File: config.mk
export PLATFORM = sky130hd
export DESIGN_NAME = loop_word_sel
export DESIGN_NICKNAME = d
export VERILOG_FILES = /design/src/rtl/loop_word_sel.sv
export SDC_FILE = /design/constraint.sdc
export NUM_CORES = 1
export LEC_CHECK = 0
export ABC_AREA = 1
export BUFFER_PORTS_ARGS = -buffer_cell sky130_fd_sc_hd__buf_2
export CORE_MARGIN = 2
export CORE_UTILIZATION = 30
export CTS_BUF_LIST = sky130_fd_sc_hd__clkbuf_8
export CTS_CLUSTER_SIZE = 20
export DETAILED_ROUTE_END_ITERATION = 8
export PLACE_DENSITY_LB_ADDON = 0.05
export SYNTH_ARGS = -nofsm -noshare
export SYNTH_HDL_FRONTEND = slang
export SYNTH_SLANG_ARGS = --single-unit
File: constraint.sdc
create_clock -name clk -period 4.5 [get_ports clk]
set_clock_uncertainty 0.05 [all_clocks]
set_input_delay 0.45 -clock clk [delete_from_list [all_inputs] [get_ports clk]]
set_output_delay 0.45 -clock clk [all_outputs]
set_load 0.01 [all_outputs]
File: src/rtl/loop_word_sel.sv
module loop_word_sel #(
  parameter int W        = 32,
  parameter int BF_WORDS = 16,
  parameter int HF_CNT   = 256,
  localparam int WIX_W   = $clog2(BF_WORDS),
  localparam int HIX_W   = $clog2(HF_CNT)
) (
  input  logic             clk,
  input  logic             rst_n,
  input  logic             in_valid,
  input  logic [WIX_W-1:0] word_ix,
  input  logic [HIX_W-1:0] hf_ix,
  input  logic [W-1:0]     rx_word,
  input  logic [W-1:0]     loc_word,
  input  logic [2:0]       loop_sel,
  input  logic             synced,
  input  logic             is_slave,
  input  logic             phy_loop,
  input  logic             tx_en,
  input  logic [HIX_W-1:0] mgmt_lo,
  input  logic [HIX_W-1:0] mgmt_hi,
  input  logic [HIX_W-1:0] vend_lo,
  input  logic [HIX_W-1:0] vend_hi,
  output logic             tx_valid,
  output logic [W-1:0]     tx_word
);

  localparam logic [2:0] L_NONE = 3'b000;
  localparam logic [2:0] L_FULL = 3'b001;
  localparam logic [2:0] L_IQ   = 3'b010;
  localparam logic [2:0] L_MGMT = 3'b011;
  localparam logic [2:0] L_MV   = 3'b100;

  logic is_ctl, in_mgmt, in_vend, loop_ok, take_rx;

  assign is_ctl  = (word_ix == '0);
  assign in_mgmt = (hf_ix >= mgmt_lo) && (hf_ix <= mgmt_hi);
  assign in_vend = (hf_ix >= vend_lo) && (hf_ix <= vend_hi);
  assign loop_ok = is_slave && synced && !phy_loop;

  always_comb begin
    take_rx = 1'b0;
    if (loop_ok) begin
      unique case (loop_sel)
        L_FULL:  take_rx = 1'b1;
        L_IQ:    take_rx = !is_ctl;
        L_MGMT:  take_rx = in_mgmt;
        L_MV:    take_rx = is_ctl && (in_mgmt || in_vend);
        default: take_rx = 1'b0;
      endcase
    end
  end

  always_ff @(posedge clk) begin
    if (!rst_n) begin
      tx_valid <= 1'b0;
      tx_word  <= '0;
    end else begin
      tx_valid <= tx_en && in_valid;
      tx_word  <= !tx_en ? '0 : (take_rx ? rx_word : loc_word);
    end
  end


  reset_zero_chk: assert property (@(posedge clk)
    !rst_n |=> (tx_word == '0) && !tx_valid);


  gate_off_chk: assert property (@(posedge clk) disable iff (!rst_n)
    !tx_en |=> (tx_word == '0) && !tx_valid);


  valid_follow_chk: assert property (@(posedge clk) disable iff (!rst_n)
    tx_en |=> tx_valid == $past(in_valid));


  unsynced_local_chk: assert property (@(posedge clk) disable iff (!rst_n)
    (tx_en && !synced) |=> tx_word == $past(loc_word));


  master_local_chk: assert property (@(posedge clk) disable iff (!rst_n)
    (tx_en && !is_slave) |=> tx_word == $past(loc_word));


  phy_override_chk: assert property (@(posedge clk) disable iff (!rst_n)
    (tx_en && phy_loop) |=> tx_word == $past(loc_word));


  no_loop_chk: assert property (@(posedge clk) disable iff (!rst_n)
    (tx_en && (loop_sel == L_NONE || loop_sel > L_MV)) |=> tx_word == $past(loc_word));


  full_loop_chk: assert property (@(posedge clk) disable iff (!rst_n)
    (tx_en && is_slave && synced && !phy_loop && loop_sel == L_FULL)
      |=> tx_word == $past(rx_word));


  iq_ctl_local_chk: assert property (@(posedge clk) disable iff (!rst_n)
    (tx_en && loop_sel == L_IQ && word_ix == '0) |=> tx_word == $past(loc_word));


  mv_data_local_chk: assert property (@(posedge clk) disable iff (!rst_n)
    (tx_en && loop_sel == L_MV && word_ix != '0) |=> tx_word == $past(loc_word));

endmodule

==> flow_summary.ini <==
[sta]
rsz0062_at_grt = no
holdWs_ps = 333
tightest_slew_ps = 1010
finalCritPeriodShare_pct = 49.6
min_period_ps = 2230
tns_ps = 0
fmax_mhz = 448
hold_violations = 0
setup_viol = 0
slew_headroom_pct = 32.8
maxSlewViolCount = 0
timing.final.ws_setup_ps = 2270

[synth]
syn_area_per_cell_um2 = 6.54
yosys.area.top_type = dfxtp_1
synth-seq-area-share_pct = 27.2
ys_warn_count = 0
synth_nets = 522
synthTopCellsByArea = dfxtp_1, ha_1, nand2_1, inv_1, nor2_1
ys_ff_latch = 33
syn-instance-count = 372
synth_top_area_share_pct = 27.2
synthDistinctLibCells = 23
syn_area_um2 = 2430

[drt]
ant_nets = 0
wl_um = 6470
drt-initial-drc-count = 65
routedWlPerCell_um = 10.5
drc = 0
route.vias.total = 2601
via_per_inst = 4.21
dr.pass1.iters = 4

[power]
p_per_area_nw_per_um2 = 240
internal-power_uw = 577
seqPwrFrac_pct = 38.4
switching_share_pct = 28.0
peakVddDrop_mv = 0.0946
leakage_nw = 2.03
clockPowerShare_pct = 35.5
report.power.total_uw = 801
combPwrFrac_pct = 26.1
switching_power_uw = 224

[cts]
cts_setup_buffers = 0
clk_pin_slew_ps = 70
cts_tree = yes
htree_levels = 2
clk_path_buf_depth = 2
cts_root_buffer = clkbuf_8
ctsHoldBuffers = 0
cts.repair.resized = 0
clkSinkCount = 33
numCtsBuffers = 5

[setup_path]
arrival_ps = 2400
end_kind = register
crit_type = input port to register
startpoint = hf_ix[5]
critPathLaunchType = input port
cp-endpoint = tx_word[23]
required_ps = 4670
path_max_fanout = 64

[placement]
place_congestion = 0.827
dp_hpwl_um = 5090
place_worst_setup_slack_ps = 1940
port_buffers = 150

[global_routing]
grt_pass1_wl_um = 9820
grt_pass1_vias = 2247
grt_use_total_pct = 14.0
overflow = 0
grt_start_max_net_pins = 65
antenna_found_initial = 0

[die]
ios = 151
std_cell_rows = 32
initial_utilization_pct = 31.2
core-area_um2 = 7810
die_area_um2 = 8840
chipHeight_um = 94.0
fp.dieW_um = 94.0

[cells_and_area]
final_core_util_pct = 42.7
areaGrowthSynthToFinish_pct = 37.1
antenna_cells = 0
layout.nets = 665
drive_above_1_share_pct = 33.7

[outcome]
status = finished, final reports clean

[job]
maxCapViolCount = 0

[min_path]
whs_path_depth = 3
min-delay-path-class = input port to register
==> sequential cells by signal, summed over array words and instances, names as in the netlist <==
name      count
tx_word      32
tx_valid      1
==> worst max-delay path, cell delays in order <==
cell,delay [ps]
buf_2,130
ha_1,310
a21oi_1,150
nor2_1,50
nor3_1,210
nand2_1,90
nand2_1,70
nand2_1,60
nand2_2,70
nand2_4,350
nand3_1,210
nand2_1,60
nor2_1,120
==> layout make-up <==
class	count	area (µm²)
Fill cell	864	4470
Clock buffer	6	82.6
Sequential cell	33	661
Timing Repair Buffer	151	758
Inverter	77	289
Tap cell	102	128
Clock inverter	2	33.8
Multi-Input combinational cell	247	1380
==> worst min path at each step <==
stage / startpoint / endpoint
finish: in_valid / tx_valid
global route: in_valid / tx_valid
CTS: in_valid / tx_valid
detailed placement: in_valid / tx_valid
global placement: in_valid / tx_valid
floorplan: in_valid / tx_valid
==> per-layer routing <==
layer  up-vias  wire, µm  share of wire, %  global-route usage, %
li1       1429         -                 -                      -
met4         0        46              0.71                   3.62
met1      1082      2960                46                   17.9
met5         -         0                 0                      0
met3         2       488               7.5                   3.29
met2        88      2970                46                   23.5
==> cell usage after synthesis, drive strengths merged <==
| master | count |
|---|---|
| clkbuf | 5 |
| nand4 | 2 |
| buf | 10 |
| o211ai | 1 |
| nor2 | 50 |
| a21o | 2 |
| o21a | 1 |
| nand2 | 83 |
| nand3b | 1 |
| ha | 32 |
| nor3 | 1 |
| a21oi | 40 |
| nand3 | 34 |
| inv | 77 |
| dfxtp | 33 |
==> stage by stage <==
stage          instances  area (µm²)
2_1_floorplan        372        2430
3_3_place_gp         610        3220
3_5_place_dp         610        3220
4_1_cts              618        3330
5_1_grt              618        3330
6_report             618        3330
==> power groups by stage <==
stage                     logic [mW]  registers (mW)  clock network [mW]
after floorplan                0.122           0.322                   0
after global placement         0.210           0.315                   0
after detailed placement       0.211           0.315                   0
after CTS                      0.212           0.308               0.299
after global routing           0.242           0.309               0.311
final                          0.209           0.308               0.285
==> logic make-up after synthesis <==
kind of cell	count (synthesis)	synth area share, %
buf+inv	92	16.3
fa+ha+maj	32	16.5
compound gates	44	11.0
simple gates	171	29.1
flops	33	27.2
==> cells in the final DEF (no fill, tap or decap) <==
| master | Yosys | layout |
|---|---|---|
| buf_2 | 2 | 150 |
| nand2_1 | 81 | 81 |
| inv_1 | 75 | 76 |
| nor2_1 | 49 | 48 |
| nand3_1 | 34 | 34 |
| dfxtp_1 | 33 | 33 |
| ha_1 | 32 | 32 |
| a21oi_1 | 30 | 30 |
| a21oi_2 | 10 | 10 |
| clkbuf_8 | 0 | 6 |
| inv_2 | 2 | 2 |
| a21o_1 | 2 | 2 |
| nand4_1 | 2 | 2 |
| nor2_2 | 1 | 1 |
| o21a_1 | 1 | 1 |
| o211ai_1 | 1 | 1 |
| nand3b_1 | 1 | 1 |
| nor3_1 | 1 | 1 |
| nand2_2 | 1 | 1 |
| nand2_4 | 1 | 1 |
| nor2_4 | 0 | 1 |
| bufinv_16 | 0 | 1 |
| buf_4 | 0 | 1 |
Power figures use the tool's default switching activity.
